<file path="src/rtl/ctg_pkg.sv">
package ctg_pkg;
  typedef enum logic [1:0] {
    THR_OC_POS = 2'd0,
    THR_OC_NEG = 2'd1,
    THR_RC_POS = 2'd2,
    THR_RC_NEG = 2'd3
  } thr_sel_e;

  typedef enum logic {
    PATH_OVER = 1'b0,
    PATH_REV  = 1'b1
  } path_kind_e;

  localparam int unsigned NUM_THR = 4;
  localparam int unsigned SEL_W   = $clog2(NUM_THR);
endpackage

</file>
<file path="src/rtl/ctg_update_ctrl.sv">
module ctg_update_ctrl (
  input  logic clk,
  input  logic rst_n,
  input  logic line_neg,
  input  logic dead_win,
  input  logic thr_dirty,
  output logic upd,
  output logic act_neg
);
  logic dead_q;
  logic pol_pend;

  assign pol_pend = line_neg ^ act_neg;
  assign upd      = dead_win & ~dead_q & (pol_pend | thr_dirty);

  always_ff @(posedge clk or negedge rst_n) begin
    if (!rst_n) begin
      dead_q  <= 1'b0;
      act_neg <= 1'b0;
    end else begin
      dead_q <= dead_win;
      if (upd) act_neg <= line_neg;
    end
  end

  // active polarity moves only inside the dead window
  assert_pol_hold_R6: assert property (@(posedge clk) disable iff (!rst_n)
    !dead_win |=> $stable(act_neg));
endmodule

</file>
<file path="src/rtl/ctg_thr_bank.sv">
module ctg_thr_bank #(
  parameter int unsigned W = 16
) (
  input  logic                          clk,
  input  logic                          rst_n,
  input  logic                          cfg_we,
  input  logic [ctg_pkg::SEL_W-1:0]     cfg_sel,
  input  logic signed [W-1:0]           cfg_data,
  input  logic                          upd,
  output logic                          thr_dirty,
  output logic signed [W-1:0]           act_thr [ctg_pkg::NUM_THR]
);
  import ctg_pkg::*;

  localparam logic signed [W-1:0] MAXV = {1'b0, {(W-1){1'b1}}};
  localparam logic signed [W-1:0] MINV = {1'b1, {(W-1){1'b0}}};

  logic signed [W-1:0] stg [NUM_THR];

  for (genvar i = 0; i < NUM_THR; i++) begin : g_thr
    localparam logic signed [W-1:0] RSTV =
      ((i == int'(THR_OC_POS)) || (i == int'(THR_RC_NEG))) ? MAXV : MINV;

    always_ff @(posedge clk or negedge rst_n) begin
      if (!rst_n) begin
        stg[i]     <= RSTV;
        act_thr[i] <= RSTV;
      end else begin
        if (upd) act_thr[i] <= stg[i];
        if (cfg_we && (cfg_sel == SEL_W'(i))) stg[i] <= cfg_data;
      end
    end

    // active thresholds move only on an update
    assert_thr_hold_R7: assert property (@(posedge clk) disable iff (!rst_n)
      !upd |=> $stable(act_thr[i]));
  end

  always_ff @(posedge clk or negedge rst_n) begin
    if (!rst_n)      thr_dirty <= 1'b0;
    else if (cfg_we) thr_dirty <= 1'b1;
    else if (upd)    thr_dirty <= 1'b0;
  end
endmodule

</file>
<file path="src/rtl/ctg_blank_timer.sv">
module ctg_blank_timer #(
  parameter int unsigned BLANK_CYCLES = 250
) (
  input  logic clk,
  input  logic rst_n,
  input  logic upd,
  output logic blank
);
  localparam int unsigned CW = $clog2(BLANK_CYCLES + 1);

  logic [CW-1:0] cnt;

  assign blank = upd | (cnt != '0);

  always_ff @(posedge clk or negedge rst_n) begin
    if (!rst_n)          cnt <= '0;
    else if (upd)        cnt <= CW'(BLANK_CYCLES);
    else if (cnt != '0)  cnt <= cnt - CW'(1);
  end

  // an update is always followed by a blanked cycle
  assert_blank_follows_R9: assert property (@(posedge clk) disable iff (!rst_n)
    upd |=> blank);
endmodule

</file>
<file path="src/rtl/ctg_trip_path.sv">
module ctg_trip_path #(
  parameter int unsigned         W    = 16,
  parameter ctg_pkg::path_kind_e KIND = ctg_pkg::PATH_OVER
) (
  input  logic                 clk,
  input  logic                 rst_n,
  input  logic signed [W-1:0]  thr_pos,
  input  logic signed [W-1:0]  thr_neg,
  input  logic                 act_neg,
  input  logic                 fire,
  input  logic signed [W-1:0]  smp,
  input  logic                 blank,
  input  logic                 clr,
  output logic                 flag
);
  logic signed [W-1:0] thr;
  logic raw;
  logic hit;

  assign thr = act_neg ? thr_neg : thr_pos;

  if (KIND == ctg_pkg::PATH_OVER) begin : g_over
    assign raw = smp > thr;
  end else begin : g_rev
    assign raw = smp < thr;
  end

  assign hit = raw ^ act_neg;

  always_ff @(posedge clk or negedge rst_n) begin
    if (!rst_n) flag <= 1'b0;
    else        flag <= (flag & ~clr) | (fire & ~blank & hit);
  end

  // a set flag survives any cycle without a clear
  assert_flag_hold_R10: assert property (@(posedge clk) disable iff (!rst_n)
    flag && !clr |=> flag);
  // a clear flag cannot set while blanking is active
  assert_blank_quiet_R9: assert property (@(posedge clk) disable iff (!rst_n)
    !flag && blank |=> !flag);
  // without a valid sample a clear flag stays clear
  assert_idle_quiet_R1: assert property (@(posedge clk) disable iff (!rst_n)
    !flag && !fire |=> !flag);
endmodule

</file>
<file path="src/rtl/ctg_trip_guard.sv">
module ctg_trip_guard #(
  parameter int unsigned SMP_W        = 16,
  parameter int unsigned BLANK_CYCLES = 250
) (
  input  logic             clk,
  input  logic             rst_n,
  input  logic             smp_valid,
  output logic             smp_ready,
  input  logic [SMP_W-1:0] smp_data,
  input  logic             line_neg,
  input  logic             dead_win,
  input  logic             cfg_we,
  input  logic [1:0]       cfg_sel,
  input  logic [SMP_W-1:0] cfg_data,
  input  logic             trip_clr,
  output logic             trip_oc,
  output logic             trip_rc,
  output logic             shutdown_req
);
  import ctg_pkg::*;

  logic                    upd;
  logic                    act_neg;
  logic                    thr_dirty;
  logic                    blank;
  logic                    fire;
  logic signed [SMP_W-1:0] smp_s;
  logic signed [SMP_W-1:0] act_thr [NUM_THR];

  assign smp_ready = 1'b1;
  assign fire      = smp_valid & smp_ready;
  assign smp_s     = $signed(smp_data);

  ctg_update_ctrl u_ctrl (
    .clk       (clk),
    .rst_n     (rst_n),
    .line_neg  (line_neg),
    .dead_win  (dead_win),
    .thr_dirty (thr_dirty),
    .upd       (upd),
    .act_neg   (act_neg)
  );

  ctg_thr_bank #(.W(SMP_W)) u_bank (
    .clk       (clk),
    .rst_n     (rst_n),
    .cfg_we    (cfg_we),
    .cfg_sel   (cfg_sel),
    .cfg_data  ($signed(cfg_data)),
    .upd       (upd),
    .thr_dirty (thr_dirty),
    .act_thr   (act_thr)
  );

  ctg_blank_timer #(.BLANK_CYCLES(BLANK_CYCLES)) u_blank (
    .clk   (clk),
    .rst_n (rst_n),
    .upd   (upd),
    .blank (blank)
  );

  ctg_trip_path #(.W(SMP_W), .KIND(PATH_OVER)) u_oc (
    .clk     (clk),
    .rst_n   (rst_n),
    .thr_pos (act_thr[THR_OC_POS]),
    .thr_neg (act_thr[THR_OC_NEG]),
    .act_neg (act_neg),
    .fire    (fire),
    .smp     (smp_s),
    .blank   (blank),
    .clr     (trip_clr),
    .flag    (trip_oc)
  );

  ctg_trip_path #(.W(SMP_W), .KIND(PATH_REV)) u_rc (
    .clk     (clk),
    .rst_n   (rst_n),
    .thr_pos (act_thr[THR_RC_POS]),
    .thr_neg (act_thr[THR_RC_NEG]),
    .act_neg (act_neg),
    .fire    (fire),
    .smp     (smp_s),
    .blank   (blank),
    .clr     (trip_clr),
    .flag    (trip_rc)
  );

  assign shutdown_req = trip_oc | trip_rc;
endmodule

</file>
<file path="config.mk">
export PLATFORM = sky130hd
export DESIGN_NAME = ctg_trip_guard
export DESIGN_NICKNAME = d
export VERILOG_FILES = /design/src/rtl/ctg_pkg.sv /design/src/rtl/ctg_update_ctrl.sv /design/src/rtl/ctg_thr_bank.sv /design/src/rtl/ctg_blank_timer.sv /design/src/rtl/ctg_trip_path.sv /design/src/rtl/ctg_trip_guard.sv
export SDC_FILE = /design/constraint.sdc
export NUM_CORES = 1
export LEC_CHECK = 0
export CAP_MARGIN = 20
export CORE_MARGIN = 8
export CORE_UTILIZATION = 40
export DETAILED_ROUTE_END_ITERATION = 7
export PLACE_DENSITY = 0.61
export RECOVER_POWER = 100
export SLEW_MARGIN = 20
export SYNTH_ARGS = -nofsm -noshare
export SYNTH_HDL_FRONTEND = slang
export SYNTH_SLANG_ARGS = --single-unit
</file>
<file path="constraint.sdc">
create_clock -name clk -period 8.75 [get_ports clk]
set_input_delay 1.75 -clock clk [delete_from_list [all_inputs] [get_ports clk]]
set_output_delay 1.75 -clock clk [all_outputs]
set_load 0.02 [all_outputs]
</file>
==> flow_summary.yaml <==
outcome:
  status: "complete, but fails checks"
  violations: "capacitance limit, slew limit"
worst_hold_path:
  hp-start: "u_bank.stg[62]$_DFFE_PN1P_"
  holdPathStages: 2
  hold_class: "reg -> reg"
  min_to: "u_bank.act_thr[62]$_DFFE_PN1P_"
timing:
  period_needed_ns: 5.63
  tns_ns: 0
  worst_pin_slew_ns: 4.59
  maxSlewViolCount: 159
  fmax_mhz: 178
  post-route-period-util_pct: 64.4
  hold_viol_final: 0
  finalSetupViolations: 0
  hold_slack_ns: 0.448
  slew_headroom_pct: -206
  rsz0062_at_grt: "false"
  skew_ns: 0.00650
floorplanning:
  start_util_pct: 40.2
  coreArea_um2: 16300
  die_w_um: 144
  die_h_um: 144
  std_cell_rows: 47
  die_area_um2: 20800
  io_pins: 45
setup_path:
  cp.depth: 7
  cp-end-kind: "flop"
  crit_buf_inv: 3
  path_cells: "dlygate4sd3_1 -> nor2b_1 -> o21ai_4 -> buf_4 -> clkinvlp_2 -> a21oi_1 -> o21ai_0"
  path_max_fanout: 72
  r2r_end: "u_blank.cnt[6]$_DFFE_PN0P_"
  reg2reg_from: "u_ctrl.act_neg$_DFFE_PN0P_"
  cp.arrival_ns: 5.90
  crit_required_ns: 9.02
  reg2reg_slack_ns: 4.03
  cp_top_family: "buffers and inverters"
  slowest_stage: "clkinvlp_2"
  critPathMaxStageDelay_ns: 1.98
  reg2regPathDepth: 7
  worst_setup_path_start_kind: "input pin"
  criticalPathCategory: "in -> reg"
cells_and_area:
  final_nets: 710
  diodes: 0
  final_common_cell: "nand2_1"
  final_cell_mix: "201 x nand2_1, 76 x dfrtp_1, 66 x mux2_2"
  layout-drive-gt1-share_pct: 27.1
  finish.utilization_pct: 48.1
  syn2layout_area_growth_pct: 19.6
logic_synthesis:
  syn_area_um2: 6580
  synth_cell_type_count: 51
  synth-edff-count: 0
  synth_flop_cell: "dfrtp_1"
  synth_nets: 667
  syn_area_per_cell_um2: 11.1
  synth_seq_cells: 141
  ys_seq_area_share_pct: 54.9
  synthCells: 594
  ys_async_sr_fraction_pct: 100
  ys_warn_count: 0
detailed_routing:
  vias: 4337
  wl_per_cell_um: 15.8
  route.detailed.drc: 0
  dr.pass1.iters: 4
  ant_nets: 0
  drt-total-wl_mm: 13.7
  detail_route.iter0.violations: 280
  vias_per_cell: 4.99
clock_network:
  root_buffer: "clkbuf_16"
  cts_tree: "done"
  cts_hold_buf: 0
  post_cts_buffers: 0
  numCtsBuffers: 17
  clock_latency_ns: 0.41
  clockBufferDepth: 2
  ctsResizeCount: 0
  cts_sinks: 141
  clk_pin_slew_ns: 0.06
  htreeDepth: 4
job:
  maxCapViolations: 2
power:
  p_leak_nw: 3.60
  fin_total_pwr_mw: 2.08
  cellPowerDensity_nw_per_um2: 265
  ir_drop_v: 0.000121
grt:
  grt_pass1_vias: 4594
  groute.usage.overall_pct: 14.4
  grt_first_pass_wirelength_mm: 22.8
  overflow: 0
  grt_max_degree: 91
  antenna_found_initial: 0
place:
  gp_congestion: 0.781
  io_buffers: 43
  dp_hpwl_mm: 9.01
metal layers:
layer	GRT usage [%]	up-vias	wire, um
met5	0	-	0
met4	7.50	0	404
met3	3.14	26	380
met2	24.3	64	6860
met1	16.9	2145	6090
li1	-	2102	-
how the worst max path moves through the flow:
stage	start	endpoint	slack [ns]
6_report	dead_win	u_blank.cnt[6]$_DFFE_PN0P_	3.12
5_1_grt	rst_n	u_bank.stg[16]$_DFFE_PN0P_	2.30
3_3_place_gp	line_neg	u_blank.cnt[6]$_DFFE_PN0P_	4.44
4_1_cts	line_neg	u_blank.cnt[6]$_DFFE_PN0P_	4.85
3_5_place_dp	line_neg	u_blank.cnt[6]$_DFFE_PN0P_	4.41
2_1_floorplan	smp_data[14]	u_oc.flag$_DFF_PN0_	5.28
metrics by stage:
step                std cells  worst slack (ns)  cell area, um^2
global route              870              2.30             7860
finish                    870              3.12             7860
detailed placement        838              4.41             7220
global placement          838              4.44             7220
floorplan                 594              5.28             6580
CTS                       870              4.85             7890
sequential cells by signal (all words and copies together), names as in the netlist:
| signal | flops |
|---|---|
| u_rc.flag | 1 |
| u_oc.flag | 1 |
| u_bank.act_thr | 64 |
| u_ctrl.dead_q | 1 |
| u_bank.stg | 64 |
| u_ctrl.act_neg | 1 |
| u_blank.cnt | 8 |
| u_bank.thr_dirty | 1 |
final cells by class:
class / instances / area [um^2]
fill: 1493 / 8490
clock inverter: 10 / 184
multi-input combinational: 419 / 2820
sequential: 141 / 3610
timing repair buffer: 50 / 462
tap: 220 / 275
inverter: 8 / 31.3
clock buffer: 22 / 484
kinds of logic after synthesis:
| logic type | count (synthesis) | synth area share [%] |
|---|---|---|
| adder cells (fa/ha/maj) | 32 | 6.09 |
| other | 1 | 0.0570 |
| AO/OA/AOI/OAI | 36 | 3.98 |
| flip-flops | 141 | 54.9 |
| multiplexers | 98 | 16.2 |
| buffers and inverters | 34 | 2.26 |
| AND/OR/NAND/NOR | 246 | 15.8 |
| XOR/XNOR | 6 | 0.799 |
synth_stat cells (5+ instances only):
master	count	area share, %
nand2_1	201	11
dfrtp_1	77	29
mux2_2	66	11
dfstp_2	64	26
ha_1	32	6.1
mux2i_1	32	4.9
a21oi_1	11	0.84
clkbuf_1	11	0.63
inv_1	8	0.46
buf_1	7	0.40
nand3_1	7	0.53
nand4_1	7	0.67
nor2_1	7	0.40
a21o_1	6	0.69
buf_2	5	0.38
where the power goes:
group          leakage (nW)  switching [mW]  internal, mW  total (mW)
Combinational          1.68           0.195         0.183       0.378
Sequential             1.59          0.0727         0.833       0.906
Clock                 0.322           0.261         0.536       0.796
tightest hold or removal path: stages (launching register included):
cell	delay (ns)
dfstp_2	0.36
nand2_1	0.04
nand2_1	0.04
No activity file was read; power rests on OpenSTA's default activity.
